==> src/rtl/dual_fifo_pkg.sv <==
package dual_fifo_pkg;
  localparam int WORD_W = 32;
  localparam int SEL_W  = 3;
  localparam int IRQ_N  = 7;
  localparam int TRIG_W = 7;
  localparam int LIM_W  = 4;

  localparam logic [SEL_W-1:0] A_CTRL   = 3'd0;
  localparam logic [SEL_W-1:0] A_IEN    = 3'd1;
  localparam logic [SEL_W-1:0] A_ISTAT  = 3'd2;
  localparam logic [SEL_W-1:0] A_LEVELS = 3'd3;
  localparam logic [SEL_W-1:0] A_TXD    = 3'd4;
  localparam logic [SEL_W-1:0] A_RXD    = 3'd5;
  localparam logic [SEL_W-1:0] A_LIMIT  = 3'd6;

  localparam int C_RXEN   = 0;
  localparam int C_TXEN   = 1;
  localparam int C_RXTRIG = 4;
  localparam int C_TXTRIG = 16;

  localparam int B_TX_AE  = 0;
  localparam int B_RX_AF  = 1;
  localparam int B_TX_UND = 2;
  localparam int B_TX_OVR = 3;
  localparam int B_RX_UND = 4;
  localparam int B_RX_OVR = 5;
  localparam int B_TRAIL  = 6;
endpackage

==> src/rtl/byte_queue.sv <==
module byte_queue #(
  parameter int DEPTH = 16,
  parameter int DW    = 8,
  localparam int AW   = $clog2(DEPTH),
  localparam int CW   = AW + 1
) (
  input  logic          clk,
  input  logic          rst_n,
  input  logic          en,
  input  logic          push,
  input  logic [DW-1:0] push_data,
  input  logic          pop,
  output logic [DW-1:0] head,
  output logic [CW-1:0] level,
  output logic          full,
  output logic          empty
);
  logic [DW-1:0] mem [DEPTH];
  logic [AW-1:0] wr_ptr, wr_ptr_n, rd_ptr, rd_ptr_n;
  logic [CW-1:0] cnt, cnt_n;
  logic          do_push, do_pop;

  assign full    = (cnt == CW'(DEPTH));
  assign empty   = (cnt == '0);
  assign level   = cnt;
  assign do_push = en && push && !full;
  assign do_pop  = en && pop && !empty;
  assign head    = (en && !empty) ? mem[rd_ptr] : '0;

  always_comb begin
    wr_ptr_n = wr_ptr;
    rd_ptr_n = rd_ptr;
    cnt_n    = cnt;
    if (!en) begin
      wr_ptr_n = '0;
      rd_ptr_n = '0;
      cnt_n    = '0;
    end else begin
      if (do_push) wr_ptr_n = wr_ptr + 1'b1;
      if (do_pop)  rd_ptr_n = rd_ptr + 1'b1;
      cnt_n = cnt + CW'(do_push) - CW'(do_pop);
    end
  end

  always_ff @(posedge clk or negedge rst_n) begin
    if (!rst_n) begin
      wr_ptr <= '0;
      rd_ptr <= '0;
      cnt    <= '0;
    end else begin
      wr_ptr <= wr_ptr_n;
      rd_ptr <= rd_ptr_n;
      cnt    <= cnt_n;
    end
  end

  always_ff @(posedge clk) begin
    if (do_push) mem[wr_ptr] <= push_data;
  end
endmodule

==> src/rtl/idle_timer.sv <==
module idle_timer #(
  parameter int LIM_W = 4
) (
  input  logic             clk,
  input  logic             rst_n,
  input  logic             en,
  input  logic             active,
  input  logic             pending,
  input  logic [LIM_W-1:0] limit,
  output logic             hit
);
  logic [LIM_W-1:0] cnt, cnt_n;
  logic             fired, fired_n;
  logic             quiet;

  assign quiet = en && pending && !active;
  assign hit   = quiet && (cnt == limit) && !fired;

  always_comb begin
    cnt_n   = cnt;
    fired_n = fired;
    if (!quiet) begin
      cnt_n   = '0;
      fired_n = 1'b0;
    end else if (cnt == limit) begin
      fired_n = 1'b1;
    end else begin
      cnt_n = cnt + 1'b1;
    end
  end

  always_ff @(posedge clk or negedge rst_n) begin
    if (!rst_n) begin
      cnt   <= '0;
      fired <= 1'b0;
    end else begin
      cnt   <= cnt_n;
      fired <= fired_n;
    end
  end
endmodule

==> src/rtl/dual_fifo_irq.sv <==
module dual_fifo_irq
  import dual_fifo_pkg::*;
#(
  parameter int DEPTH = 16,
  localparam int LVL_W = $clog2(DEPTH) + 1
) (
  input  logic                 clk,
  input  logic                 rst_n,
  input  logic                 reg_wr,
  input  logic                 reg_rd,
  input  logic [SEL_W-1:0]     reg_addr,
  input  logic [WORD_W-1:0]    reg_wdata,
  output logic [WORD_W-1:0]    reg_rdata,
  input  logic                 tx_pop,
  output logic [7:0]           tx_byte,
  output logic                 tx_valid,
  input  logic                 rx_push,
  input  logic [7:0]           rx_byte,
  output logic                 irq
);
  // configuration and status registers
  logic              rx_en_q, rx_en_n, tx_en_q, tx_en_n;
  logic [TRIG_W-1:0] rx_trig_q, rx_trig_n, tx_trig_q, tx_trig_n;
  logic [IRQ_N-1:0]  ien_q, ien_n, istat_q, istat_n;
  logic [LIM_W-1:0]  lim_q, lim_n;

  logic wr_ctrl, wr_ien, wr_istat, wr_lim, wr_txd, rd_rxd;
  logic [LVL_W-1:0]  tx_level, rx_level;
  logic [TRIG_W-1:0] tx_lvl7, rx_lvl7;
  logic              tx_full, tx_empty, rx_full, rx_empty;
  logic [7:0]        rx_head;
  logic              trail_hit, rx_pending;
  logic [IRQ_N-1:0]  set_vec, clr_vec;
  logic              unused_wdata;

  assign wr_ctrl  = reg_wr && (reg_addr == A_CTRL);
  assign wr_ien   = reg_wr && (reg_addr == A_IEN);
  assign wr_istat = reg_wr && (reg_addr == A_ISTAT);
  assign wr_lim   = reg_wr && (reg_addr == A_LIMIT);
  assign wr_txd   = reg_wr && (reg_addr == A_TXD);
  assign rd_rxd   = reg_rd && (reg_addr == A_RXD);

  byte_queue #(.DEPTH(DEPTH), .DW(8)) u_txq (
    .clk(clk), .rst_n(rst_n), .en(tx_en_q),
    .push(wr_txd), .push_data(reg_wdata[7:0]), .pop(tx_pop),
    .head(tx_byte), .level(tx_level), .full(tx_full), .empty(tx_empty)
  );

  byte_queue #(.DEPTH(DEPTH), .DW(8)) u_rxq (
    .clk(clk), .rst_n(rst_n), .en(rx_en_q),
    .push(rx_push), .push_data(rx_byte), .pop(rd_rxd),
    .head(rx_head), .level(rx_level), .full(rx_full), .empty(rx_empty)
  );

  assign tx_lvl7    = TRIG_W'(tx_level);
  assign rx_lvl7    = TRIG_W'(rx_level);
  assign rx_pending = !rx_empty && (rx_lvl7 < rx_trig_q);

  idle_timer #(.LIM_W(LIM_W)) u_trail (
    .clk(clk), .rst_n(rst_n), .en(rx_en_q),
    .active(rx_push || rd_rxd), .pending(rx_pending),
    .limit(lim_q), .hit(trail_hit)
  );

  // event collection
  always_comb begin
    set_vec           = '0;
    set_vec[B_TX_AE]  = tx_en_q && (tx_lvl7 <= tx_trig_q);
    set_vec[B_RX_AF]  = rx_en_q && (rx_lvl7 >= rx_trig_q);
    set_vec[B_TX_UND] = tx_pop && tx_en_q && tx_empty;
    set_vec[B_TX_OVR] = wr_txd && tx_en_q && tx_full;
    set_vec[B_RX_UND] = rd_rxd && rx_en_q && rx_empty;
    set_vec[B_RX_OVR] = rx_push && rx_en_q && rx_full;
    set_vec[B_TRAIL]  = trail_hit;
    clr_vec           = wr_istat ? reg_wdata[IRQ_N-1:0] : '0;
  end

  always_comb begin
    rx_en_n   = rx_en_q;
    tx_en_n   = tx_en_q;
    rx_trig_n = rx_trig_q;
    tx_trig_n = tx_trig_q;
    ien_n     = ien_q;
    lim_n     = lim_q;
    if (wr_ctrl) begin
      rx_en_n   = reg_wdata[C_RXEN];
      tx_en_n   = reg_wdata[C_TXEN];
      rx_trig_n = reg_wdata[C_RXTRIG +: TRIG_W];
      tx_trig_n = reg_wdata[C_TXTRIG +: TRIG_W];
    end
    if (wr_ien) ien_n = reg_wdata[IRQ_N-1:0];
    if (wr_lim) lim_n = reg_wdata[LIM_W-1:0];
    istat_n = (istat_q & ~clr_vec) | set_vec;
  end

  always_ff @(posedge clk or negedge rst_n) begin
    if (!rst_n) begin
      rx_en_q   <= 1'b0;
      tx_en_q   <= 1'b0;
      rx_trig_q <= '0;
      tx_trig_q <= '0;
      ien_q     <= '0;
      istat_q   <= '0;
      lim_q     <= '1;
    end else begin
      rx_en_q   <= rx_en_n;
      tx_en_q   <= tx_en_n;
      rx_trig_q <= rx_trig_n;
      tx_trig_q <= tx_trig_n;
      ien_q     <= ien_n;
      istat_q   <= istat_n;
      lim_q     <= lim_n;
    end
  end

  // read mux
  always_comb begin
    reg_rdata = '0;
    if (reg_rd) begin
      case (reg_addr)
        A_CTRL:   reg_rdata = {9'b0, tx_trig_q, 5'b0, rx_trig_q, 2'b0, tx_en_q, rx_en_q};
        A_IEN:    reg_rdata = {25'b0, ien_q};
        A_ISTAT:  reg_rdata = {25'b0, istat_q};
        A_LEVELS: reg_rdata = {7'b0, rx_empty, rx_full, rx_lvl7,
                               7'b0, tx_empty, tx_full, tx_lvl7};
        A_RXD:    reg_rdata = {24'b0, rx_head};
        A_LIMIT:  reg_rdata = {28'b0, lim_q};
        default:  reg_rdata = '0;
      endcase
    end
  end

  assign tx_valid     = !tx_empty;
  assign irq          = |(istat_q & ien_q);
  assign unused_wdata = ^{reg_wdata[31:23], reg_wdata[15:11], reg_wdata[3:2]};
endmodule

==> config.mk <==
export PLATFORM = sky130hd
export DESIGN_NAME = dual_fifo_irq
export DESIGN_NICKNAME = d
export VERILOG_FILES = /design/src/rtl/dual_fifo_pkg.sv /design/src/rtl/byte_queue.sv /design/src/rtl/idle_timer.sv /design/src/rtl/dual_fifo_irq.sv
export SDC_FILE = /design/constraint.sdc
export NUM_CORES = 1
export LEC_CHECK = 0
export ABC_CLOCK_PERIOD_IN_PS = 3000
export BUFFER_PORTS_ARGS = -buffer_cell sky130_fd_sc_hd__buf_2
export CORE_UTILIZATION = 50
export CTS_CLUSTER_SIZE = 14
export DETAILED_ROUTE_END_ITERATION = 6
export PLACE_DENSITY = 0.67
export SYNTH_ARGS = -nofsm -noshare
export SYNTH_HDL_FRONTEND = slang
export SYNTH_HIERARCHICAL = 1
export SYNTH_SLANG_ARGS = --single-unit
==> constraint.sdc <==
create_clock -name clk -period 3 [get_ports clk]
set_input_delay 0 -clock clk [delete_from_list [all_inputs] [get_ports clk]]
set_output_delay 0 -clock clk [all_outputs]
set_load 0.02 [all_outputs]
# == Yosys cells after proc, flatten, opt, wreduce, memory -nomap -nowiden ==
# Memories as Yosys holds them, arrays and structs flattened.
# Cells that the tools add are included.
# word_totals
register_bits,65
ramBits,256
input_bits,49
out_inout_bits,42
wordCells,109
mem_count,2
# mem_list
memory,words,width,rd,rd_clocked_by_memory_dff,write_ports,line_no,rtl
u_rxq.mem,16,8,1,0,1,byte_queue.sv:18,logic [DW-1:0] mem [DEPTH];
u_txq.mem,16,8,1,0,1,byte_queue.sv:18,
# classes
n_addsub,9
magnitude_cmp,3
n_eq_ne,15
mux,23
bitwise_logic,4
reduce_logical,38
# ops
op,count
25-bit one-hot mux with 6 select lines,1
4-bit 2-to-1 mux,10
32-bit 2-to-1 mux,1
1-bit logical AND,27
"4-bit by 1-bit adder with 4-bit output, second input constant",5
8-bit 2-to-1 mux,2
7-bit bitwise AND,2
5-bit by 1-bit adder with 5-bit output,2
"5-bit == test, second input constant",2
5-bit logical NOT,2
5-bit 2-to-1 mux,2
5-bit by 1-bit subtractor with 5-bit output,2
"3-bit == test, second input constant",3
"2-bit by 1-bit inequality test with 1-bit output, second input constant",4
5-bit by 7-bit >= comparator with 1-bit output,1
5-bit by 7-bit <= comparator with 1-bit output,1
5-bit by 7-bit less-than comparator with 1-bit output,1
7-bit 2-to-1 mux,1
7-bit NOT,1
7-bit OR,1
7-bit OR reduction,1
"3-bit by 2-bit == test with 1-bit output, second input constant",2
1-bit logical NOT,6
1-bit 2-to-1 mux,6
5 further kinds,6

# == Longest topological paths before layout ==
# Gate-level depths: netlist of run 1.
# logic_depth
depth_word,8
depth_mapped,16
mapped_depth_nobuf,14

# == Cells and area by module ==
# The synthesis of run 1 kept the hierarchy.
# by_module_without_submodules
mod,instances,cells_per_inst,area_per_inst_um2,seq_area_each_um2
byte_queue (u_rxq),1,310,5865.6,4169.0
byte_queue (u_txq),1,314,5850.6,4169.0
dual_fifo_irq,1,243,2304.7,855.8
idle_timer,1,27,291.5,125.1

# == Worst setup path after synthesis of run 1 ==
# No wires, ideal clock.
# synth_path
kind,register to register
from,"reg u_rxq.cnt[3], in the netlist u_rxq/level[3]"
to,"reg u_rxq.cnt[4], in the netlist u_rxq/level[4]"
setup_ns,0.125
t_arrival_ns,2.767
required_ns,2.875
setup_slack_ns,0.108
path_stages_with_launch,14
path_buffers,0
period_less_slack_ns,2.892
path_cell_list,dfrtp_1 -> inv_1 -> ha_1 -> nor4b_1 -> nor3_1 -> ha_1 -> inv_1 -> ha_1 -> inv_1 -> fa_1 -> nand2b_1 -> a21oi_1 -> o21ai_0 -> nor3b_1
# synth_via
elab_cells_between_ends,9
# synth_rtl
element,line_no,rtl
"start, declared",byte_queue.sv:20,"logic [CW-1:0] cnt, cnt_n;"
"start signal, assigned",byte_queue.sv:53,cnt <= cnt_n;
5-bit logical NOT,byte_queue.sv:24,assign empty = (cnt == '0);
via rx_empty,dual_fifo_irq.sv:30,"logic tx_full, tx_empty, rx_full, rx_empty;"
1-bit logical NOT,byte_queue.sv:27,assign do_pop = en && pop && !empty;
1-bit logical AND,byte_queue.sv:27,
5-bit by 1-bit subtractor with 5-bit output,byte_queue.sv:41,cnt_n = cnt + CW'(do_push) - CW'(do_pop);
5-bit 2-to-1 mux,byte_queue.sv:34,if (!en) begin
via u_rxq.cnt_n[4],byte_queue.sv:20,
# The timed path passes the listed nets, and every way through them passes these cells.
# A chain may end at the register's enable or synchronous reset.

# == Worst setup path after layout of run 1 ==
# layout_path
from,reg u_rxq.rd_ptr[1]
to,out reg_rdata[2]
# layout_via
elab_chain_cells,4
# layout_rtl
element,line_no,rtl
"start, declared",byte_queue.sv:19,"logic [AW-1:0] wr_ptr, wr_ptr_n, rd_ptr, rd_ptr_n;"
"start signal, assigned",byte_queue.sv:52,rd_ptr <= rd_ptr_n;
memory 16 x 8 bit,n/a,
8-bit 2-to-1 mux,byte_queue.sv:28,assign head = (en && !empty) ? mem[rd_ptr] : '0;
via rx_head[2],dual_fifo_irq.sv:31,logic [7:0] rx_head;
25-bit one-hot mux with 6 select lines,dual_fifo_irq.sv:120,case (reg_addr)
32-bit 2-to-1 mux,dual_fifo_irq.sv:119,if (reg_rd) begin
"end, declared",dual_fifo_irq.sv:13,"output logic [WORD_W-1:0] reg_rdata,"
# The timed path passes the listed nets, and every way through them passes these cells.

==> metrics.yaml, run 1 <==
rsz0062_at_grt: "yes"
final-instance-count-excl-fill: 1443
dp_cells: 1347
wl_per_cell_um: 20.70
drive_above_1_share_pct: 26.29
clock-sinks: 321
die_width_um: 171.2
yosysTopAreaCell: "edfxtp_1"
drtIter0Drc: 615
wl_mm: 29.87
clk_latency_ns: 0.52
yosysMostFrequentCell: "edfxtp_1"
synth-edff-count: 256
ys_async_sr_fraction_pct: 20.25
pwr-share-comb_pct: 18.5
cp_max_fo: 6
switching_share_pct: 27.13
m1WireLength_mm: 12.94
hold_path_startpoint: "reg_addr[2]"
stdcell_area_sq_um: 16700
max_freq_ghz: 0.3369
nets: 1125
via_per_inst: 5.563
crit_arrival_ns: 2.97
routabilityCongestion: 0.8392
num_antenna_cells: 0
seq_area_frac_synth_pct: 65.11
route.met3.wl_mm: 1.128
cts_tree: "yes"
fp-row-count: 61
fillers: 2168
ir_drop_mv: 0.5421
r2r-end: "u_txq/level[4]"
dieArea_sq_um: 29310
hpwl_mm: 19.34
critPathKind: "flop to output pin"
tightest_slew_ns: 0.8144
r2r_slack_ns: 0.22
min_path_type: "input port to flop"
grt_pass1_wl_mm: 46.02
place_ws_ns: 0.2050
status: "complete, no violations"
clockBufferDepth: 3
vias: 8027
synthTopCellsByCount: "edfxtp_1, nor2_1, dfrtp_1, mux4_2, nand2_1"
wl_met2_mm: 15.17
grt_max_degree: 33
p_int_mw: 8.287
placed_cell_area_sq_um: 15200
grt_usage_pct: 21.14
p_clk_share_pct: 34.5
syn_to_final_growth_pct: 16.65
regArea_sq_um: 9325
die_y_um: 171.2
timing.final.ws_setup_ns: 0.03166
netlist_top_cells_area: "edfxtp_1, dfrtp_1, mux4_2"
power_mw: 11.37
numPortBuffers: 64
p_leak_nw: 6.058
drv_cap: 0
maxSlewHeadroom_pct: 45.71
drtPass1Iterations: 5
hold_viol: 0
ant_nets: 0
drv_slew: 0
ys_warn_count: 6
cp-end-kind: "output pin"
path_clk_slew_ns: 0.06
syn_inst: 894
drc: 0
min_period_over_period_pct: 98.94
rr_worst_depth: 14
multi_input_area_sq_um: 4478
synth_top_area_share_pct: 53.71
root_buffer: "clkbuf_16"
yosysUniqueCellTypes: 64
p_per_area_nw_per_um2: 681.1
holdPathEnd: "istat_q[3]"
initial_core_util_pct: 51.24
syn_area_sq_um: 14310
cts_made_buffers: 34
crit_chain: "buf_6 -> mux4_1 -> nor2b_1 -> a211oi_2 -> a211oi_1 -> mux2i_1 -> o21ai_0 -> a21oi_1 -> nor2_1 -> buf_2"
ys_ff_latch: 321
antenna_found_initial: 0
syn_avg_cell_area_sq_um: 16.01
fin_worst_skew_ns: 0.01834
critPathSlowestCell: "mux4_1"
core-area_sq_um: 27930
power_frac_seq_pct: 47.0
synth_ff_type: "edfxtp_1"
p_switching_mw: 3.085
min_period_ns: 2.968
crit_required_ns: 3.00
io_pins: 91
worst_setup_path_start_kind: "flop"
grt-ovfl-total: 0
grt_pass1_vias: 8133
whs_path_depth: 4
slowest_delay_ns: 0.58
highest_layer: "met4"
rr_startpoint: "u_txq/level[3]"
setup_violations: 0
htreeDepth: 2
-- registers in the layout, indices dropped and copies added, names as in the netlist --
register / count
tx_en_q: 1
u_rxq/mem: 128
rx_en_q: 1
tx_trig_q: 7
rx_trig_q: 7
u_trail/fired: 1
u_rxq/rd_ptr: 4
u_txq/mem: 128
u_rxq/level: 5
lim_q: 4
u_txq/level: 5
u_txq/rd_ptr: 4
u_rxq/wr_ptr: 4
istat_q: 7
u_trail/cnt: 4
ien_q: 7
u_txq/wr_ptr: 4
-- power by group through the flow --
stage	logic (mW)	clock network, mW	registers [mW]
global placement	2.00	0	5.42
floorplan	1.53	0	5.27
detailed placement	2.04	0	5.43
global route	2.31	4.17	5.39
finish	2.11	3.92	5.34
CTS	2.11	4.00	5.35
-- cell usage in the layout (no fill, tap or decap), types with 8 or more instances in the layout --
cell type | Yosys | final
buf_4 | 27 | 58
mux4_2 | 51 | 53
dlygate4sd3_1 | 0 | 31
a21oi_1 | 15 | 15
o21ai_0 | 21 | 21
nand2_1 | 45 | 45
mux2i_1 | 32 | 32
ha_1 | 33 | 33
a22oi_1 | 8 | 8
clkinv_2 | 0 | 12
edfxtp_1 | 256 | 256
clkbuf_16 | 0 | 36
mux2_2 | 10 | 9
conb_1 | 1 | 12
a211oi_1 | 30 | 28
nand2b_1 | 11 | 10
xor2_1 | 8 | 8
and3_1 | 13 | 13
nor2b_1 | 19 | 19
dfrtp_1 | 61 | 56
inv_1 | 37 | 37
xnor2_1 | 9 | 9
nor3_1 | 16 | 16
mux4_1 | 13 | 11
nor2_1 | 62 | 62
buf_2 | 12 | 64
-- kinds of logic (layout without fill, tap and decap cells) --
logic type / count (synthesis) / in the layout / share of synthesized area [%]
buf+inv: 100 / 260 / 4.091
xor+xnor: 18 / 18 / 1.154
mux: 117 / 117 / 14.41
simple gates: 203 / 203 / 7.230
compound gates: 99 / 99 / 4.817
fa+ha+maj: 35 / 35 / 3.165
flops: 321 / 321 / 65.11
other cells: 1 / 12 / 0.02620
-- final cells by class --
cell class,instances,area share [%]
Inverter,40,0.8993
Multi-Input combinational cell,484,26.82
Clock buffer,43,5.725
Sequential cell,321,55.85
Tap cell,378,2.833
Clock inverter,17,0.6445
Timing Repair Buffer,160,7.224
-- layer usage --
metal  vias to the layer above  track usage [%]
met5                         -                0
met4                         0            6.134
met3                        45            2.922
met2                       176            36.21
met1                      4109            28.27
li1                       3697                -
-- through the flow --
step / setup TNS, ns / hold slack, ns / utilization [%]
4_1_cts: -0.004695 / 0.03926 / 59.61
5_1_grt: -0.1329 / 0.06946 / 59.77
2_1_floorplan: 0 / -0.2956 / -
3_3_place_gp: 0 / 0.1113 / 54.42
3_5_place_dp: 0 / 0.1230 / 54.42
6_report: 0 / 0.05967 / 59.77
-- worst max-delay path, delay by kind of cell, from the launching register on --
| family | cells | cell delay [ns] |
|---|---|---|
| compound gates | 4 | 0.62 |
| buf+inv | 2 | 0.33 |
| flops | 1 | 0.45 |
| mux | 2 | 0.84 |
| simple gates | 2 | 0.22 |
-- timing repair --
action / in CTS / in global routing
hold buffers: 31 / 0
setup buffers: 2 / 1
gates resized for setup: 7 / 8
endpoints found under the setup margin: 6 / 6
gates cloned: 1 / 1
pin swaps: 1 / 1
endpoints found under the hold margin: 307 / 0
-- how the worst max path moves through the flow --
stage               startpoint             end  cells after the start  slack [ns]
2_1_floorplan   u_rxq/level[3]  u_rxq/level[4]                     13        0.11
3_3_place_gp    u_rxq/level[2]  u_rxq/level[4]                     13        0.30
3_5_place_dp    u_txq/level[3]  u_txq/level[4]                     14        0.20
4_1_cts        u_rxq/rd_ptr[1]    reg_rdata[2]                     10      -0.005
5_1_grt        u_rxq/rd_ptr[1]    reg_rdata[2]                     10       -0.09
6_report       u_rxq/rd_ptr[1]    reg_rdata[2]                     10        0.03
No activity file was read; power rests on OpenSTA's default activity.
==> inputs of run 2 (changes only) <==
Settings changed: CORE_MARGIN set to 2, GPL_TIMING_DRIVEN set to 0.
==> run 2 against run 1 <==
Compared with the run above:
- flip-flop and latch count unchanged
- clock skew rose by 0.0042 ns
- via count up 1.1%
- fmax decreased by 0.35%
- design area is 1.6% higher
- sequential power down 0.7%
- utilization grew 0.80 points
- wire length grew 5.3%
- sequential share of layout area decreased by 0.90 points
- non-clock buffer count is 1 higher
- global-route usage fell by 0.15 points
- die area up 2.4%
- critical endpoint is now reg_rdata[1]
==> metrics.yaml, run 2 (same netlist as run 1, synthesis figures left out) <==
status: "complete, no violations"
grt_usage_pct: 20.99  # -0.15 points
min_period_ns: 2.979  # +0.01031 ns
r2r-end: "u_txq/level[4]"
htreeDepth: 2  # unchanged
setup_violations: 0  # unchanged
grt_pass1_wl_mm: 48.10  # +4.5%
finalCoreUtilization_pct: 60.57  # +0.80 points
wl_mm: 31.45  # +5.3%
die_width_um: 173.2  # +1.2%
initial_core_util_pct: 51.10  # -0.14 points
drtPass1Iterations: 6  # +1
crit_path_end: "reg_rdata[1]"
min_path_type: "input port to flop"
hpwl_mm: 20.10  # +3.9%
critPathKind: "flop to output pin"
crit_required_ns: 3.00  # about the same
maxSlewHeadroom_pct: 5.572  # -40 points
cp-end-kind: "output pin"
power_frac_seq_pct: 43.5  # -3.5 points
ant_nets: 0  # unchanged
hold_viol: 0  # unchanged
cts_made_buffers: 35  # +2.9%
dieArea_sq_um: 29990  # +2.4%
wl_per_cell_um: 21.77  # +5.2%
path_clk_slew_ns: 0.06  # about the same
crit_arrival_ns: 2.98  # about the same
switching_share_pct: 26.83  # -0.30 points
grt_max_degree: 66  # +100%
grt_pass1_vias: 8401  # +3.3%
multi_input_area_sq_um: 4618  # +3.1%
stdcell_area_sq_um: 16970  # +1.6%
grt-ovfl-total: 0  # unchanged
via_per_inst: 5.615  # +0.93%
fin_setup_tns_ns: 0  # unchanged
drv_slew: 0  # unchanged
root_buffer: "clkbuf_16"
fillers: 2094  # -3.4%
nets: 1127  # +0.18%
fp-row-count: 61  # unchanged
rr_worst_depth: 13  # -1
placed_cell_area_sq_um: 15140  # -0.41%
tightest_slew_ns: 1.406  # +0.5912 ns
drtIter0Drc: 634  # +3.1%
rsz0062_at_grt: "yes"
worst_setup_path_start_kind: "flop"
p_clk_share_pct: 37.0  # +2.5 points
r2r_slack_ns: 0.18  # -0.04 ns
core-area_sq_um: 28010  # +0.27%
numPortBuffers: 62  # -3.1%
power_mw: 12.18  # +7.1%
rr_startpoint: "u_txq/level[3]"
critPathLaunch: "u_rxq/rd_ptr[1]"
vias: 8113  # +1.1%
io_pins: 91  # unchanged
drive_above_1_share_pct: 27.55  # +1.3 points
pwr-share-comb_pct: 19.5  # +1.0 points
p_leak_nw: 6.131  # +1.2%
num_antenna_cells: 0  # unchanged
syn_to_final_growth_pct: 18.54
p_per_area_nw_per_um2: 718.0  # +5.4%
routabilityCongestion: 0.8441  # +0.58%
drv_cap: 0  # unchanged
reg_top3: "u_rxq/mem (128), u_txq/mem (128)"
cts_tree: "yes"
max_freq_ghz: 0.3357  # -0.35%
die_y_um: 173.2  # +1.2%
ir_drop_mv: 0.4536  # -16%
regArea_sq_um: 9324  # about the same
cp_max_fo: 8  # +2
p_int_mw: 8.914  # +7.6%
clk_latency_ns: 0.52  # about the same
drc: 0  # unchanged
min_period_over_period_pct: 99.29  # +0.34 points
p_switching_mw: 3.268  # +5.9%
clockBufferDepth: 3  # unchanged
layout_common_cells: "edfxtp_1, buf_2, nor2_1"
clock-sinks: 321  # unchanged
fin_worst_skew_ns: 0.02249  # +0.004151 ns
antenna_found_initial: 1  # +1
mostFrequentLayoutCell: "edfxtp_1"
[run 2: cell count changes in the layout (fill, tap and decap cells not counted), moves of 3 or more]
| cell | previous run | this run |
|---|---|---|
| clkinv_2 | 12 | 4 |
| bufinv_16 | 0 | 5 |
| clkbuf_1 | 3 | 12 |
| a211oi_1 | 28 | 19 |
| buf_4 | 58 | 37 |
| buf_2 | 64 | 70 |
| mux4_2 | 53 | 57 |
| a211oi_2 | 5 | 12 |
| mux4_1 | 11 | 7 |
| nor3_1 | 16 | 13 |
| buf_6 | 2 | 10 |
[run 2: worst min-delay path by stage]
| stage | startpoint | end | slack [ns] | cells past startpoint |
|---|---|---|---|---|
| after floorplan | rst_n | ien_q[0] | -0.30 | 0 |
| after global placement | reg_wdata[19] | tx_trig_q[3] | 0.21 | 3 |
| after detailed placement | rst_n | rx_trig_q[5] | 0.17 | 1 |
| after CTS | reg_wr | istat_q[3] | 0.03 | 3 |
| after global routing | reg_wr | istat_q[3] | 0.07 | 3 |
| final | reg_wr | istat_q[3] | 0.06 | 3 |
[run 2: through the flow]
stage / setup WS [ns] / hold slack (ns) / instances
global route: -0.05328 / 0.06929 / 1445
CTS: 0.007974 / 0.02931 / 1438
detailed placement: -0.8192 / 0.1717 / 1345
floorplan: 0.1078 / -0.2956 / 905
finish: 0.02135 / 0.06038 / 1445
global placement: -0.8018 / 0.2141 / 1345
[run 2: metal layers]
layer	part of all wire [%]	GRT usage (%)	wire, um	up-vias
met5	0	0	0	-
met4	2.6	6.532	819	0
met3	4.7	3.430	1490	58
met2	49	34.75	15540	220
met1	43	28.79	13600	4137
li1	-	-	-	3698
[run 2: power by group through the flow]
stage	logic [mW]	clock network, mW	registers [mW]
3_5_place_dp	2.11	0	5.37
6_report	2.38	4.50	5.30
2_1_floorplan	1.53	0	5.27
3_3_place_gp	2.07	0	5.36
4_1_cts	2.25	4.59	5.29
5_1_grt	2.61	4.76	5.33
[run 2: cell type report]
cell class,instances,area share (%)
repair buffers,103,4.255
clock inverters,16,1.453
multi-input cells,484,27.22
plain buffers,58,2.640
inverters,40,0.8850
clock buffers,45,5.804
flip-flops and latches,321,54.96
well taps,378,2.788
[run 2: worst max-delay path: stages, from the launching register on]
cell and delay, ns:
dfrtp_1 0.37, buf_8 0.17, buf_12 0.13, mux4_2 0.53
a211oi_4 0.35, a211oi_2 0.10, mux2_4 0.29, a221oi_2 0.29
nor2_2 0.08, buf_6 0.14
[run 2: repair_timing]
action	in CTS	in global routing
setup buffers	4	6
pin swaps	5	9
cloned	0	1
resized for setup	29	28
endpoints found under the hold margin	341	0
hold buffers	30	0
setup endpoints to repair	60	17
==> inputs of run 3 (changes only) <==
Settings changed: ABC_CLOCK_PERIOD_IN_PS 3000 to 3410, PLACE_DENSITY 0.67 to 0.65.
Clock period 3 ns to 3.41 ns, I/O delays scaled along.
==> run 3 against run 2 <==
Compared with the run above:
- sequential share of layout area is 1.2 points higher
- utilization is 1.3 points lower
- die area stayed put
- worst hold slack worse by 0.014 ns
- sequential power is 12% lower
- largest power group unchanged
==> metrics.yaml, run 3 (same netlist as run 1, synthesis figures left out) <==
critPathSlowestCell: "mux4_1"
io_pins: 91  # unchanged
htreeDepth: 2  # unchanged
min_path_type: "input port to flop"
drtPass1Iterations: 5  # -1
layout_common_cells: "edfxtp_1, buf_2, nor2_1"
num_antenna_cells: 0  # unchanged
root_buffer: "clkbuf_16"
slowest_delay_ns: 0.61  # +0.08 ns
hold_slack_ns: 0.04660  # -0.01378 ns
wl_mm: 30.79  # -2.1%
drtIter0Drc: 543  # -14%
cp_max_fo: 10  # +2
grt_usage_pct: 20.71  # -0.28 points
nets: 1118  # -0.80%
p_leak_nw: 5.990  # -2.3%
drive_above_1_share_pct: 23.00  # -4.6 points
via_per_inst: 5.623  # +0.14%
ant_nets: 0  # unchanged
drv_cap: 0  # unchanged
die_y_um: 173.2  # unchanged
syn_to_final_growth_pct: 15.94
drv_slew: 0  # unchanged
clock-sinks: 321  # unchanged
cts_tree: "yes"
p_per_area_nw_per_um2: 615.5  # -14%
crit_chain: "buf_6 -> buf_12 -> mux4_1 -> a211oi_1 -> a211oi_1 -> mux2_2 -> a221oi_1 -> nor2_1 -> buf_2"
core-area_sq_um: 28010  # unchanged
grt_pass1_wl_mm: 47.41  # -1.4%
setup_violations: 0  # unchanged
power_mw: 10.21  # -16%
grt-ovfl-total: 0  # unchanged
wl_per_cell_um: 21.40  # -1.7%
stdcell_area_sq_um: 16590  # -2.2%
worst_setup_path_start_kind: "flop"
grt_pass1_vias: 8106  # -3.5%
hold_viol: 0  # unchanged
rsz0062_at_grt: "no"
min_period_ns: 3.242
clk_latency_ns: 0.52  # about the same
critPathKind: "flop to output pin"
die_width_um: 173.2  # unchanged
critPathMostFrequentCell: "a211oi_1"
finalCoreUtilization_pct: 59.24  # -1.3 points
grt_max_degree: 66  # unchanged
reg_top3: "u_rxq/mem (128), u_txq/mem (128)"
fp-row-count: 61  # unchanged
cts_made_buffers: 35  # unchanged
status: "complete, no violations"
maxSlewHeadroom_pct: 7.838  # +2.3 points
path_clk_slew_ns: 0.06  # about the same
crit_required_ns: 3.41  # +0.41 ns
fillers: 2185  # +4.3%
fin_worst_skew_ns: 0.02404  # +0.001549 ns
numPortBuffers: 62  # unchanged
ir_drop_mv: 0.3434  # -24%
antenna_found_initial: 0  # -1
clockBufferDepth: 3  # unchanged
vias: 8091  # -0.27%
mostFrequentLayoutCell: "edfxtp_1"
crit_arrival_ns: 3.24  # +0.26 ns
drc: 0  # unchanged
initial_core_util_pct: 51.10  # unchanged
tightest_slew_ns: 1.372  # -0.03373 ns
placed_cell_area_sq_um: 15140  # unchanged
cp-end-kind: "output pin"
max_freq_ghz: 0.3084
hpwl_mm: 20.35  # +1.3%
dieArea_sq_um: 29990  # unchanged
routabilityCongestion: 0.8125  # -3.7%
min_period_over_period_pct: 95.09
## run 3: cell types whose count changed in the layout (fill, tap and decap cells not counted), sizes merged
cell,change
buf,-10
inv,+1
clkbuf,+1
clkinvlp,-1
clkinv,+6
bufinv,-3
## run 3: critical path: cells and delay by family (launching register included)
family | cells | cell delay, ns
multiplexers | 2 | 0.91
AO/OA/AOI/OAI | 3 | 0.85
buffers and inverters | 3 | 0.50
flip-flops | 1 | 0.37
AND/OR/NAND/NOR | 1 | 0.09
## run 3: routing by layer
layer  global-route usage (%)  wire (um)  share of wire (%)
met1                    29.18      13690                 44
met2                    34.25      15080                 49
met3                    2.704       1318                4.3
met4                    5.756        703                2.3
met5                        0          0                  0
## run 3: worst paths after layout
path	start	end	slack, ns	cells after the start
min reg2reg	u_trail/fired	u_trail/fired	0.52	2
min in group asynchronous	rst_n	tx_trig_q[4]	0.11	2
min	reg_wr	istat_q[3]	0.05	3
max reg2reg	u_rxq/level[2]	u_rxq/level[4]	0.26	13
max	u_rxq/rd_ptr[1]	reg_rdata[0]	0.17	9
max in group asynchronous	rst_n	istat_q[6]	2.71	2
## run 3: layout make-up
cell class                      count  area (sq um)  area share (%)
Multi-Input combinational cell    484          4474           26.96
Clock inverter                     19         183.9           1.108
Clock buffer                       45         944.7           5.693
Buffer                             60         435.4           2.624
Sequential cell                   321          9319           56.16
Inverter                           40         150.1          0.9048
Timing Repair Buffer               92         613.1           3.695
Tap cell                          378         473.0           2.850
## run 3: what timing repair did
action | CTS | global route
hold endpoints to repair | 343 | 0
setup endpoints to repair | 3 | 2
buffers inserted | 0 | 0
resized for setup | 1 | 2
hold buffers | 30 | 0
## run 3: where the power goes
group          internal, mW  leakage, nW  switching (mW)
Sequential             4.43         3.13           0.222
Clock                  2.14        0.544            1.52
Combinational         0.848         2.31            1.05
## run 3: metrics by stage
step           setup slack [ns]  std cells  TNS, ns
6_report                 0.1676       1439        0
4_1_cts                  0.1027       1439        0
3_5_place_dp            -0.1936       1345  -0.1936
5_1_grt               0.0002456       1439        0
2_1_floorplan            0.5178        905        0
3_3_place_gp            -0.2140       1345  -0.2140
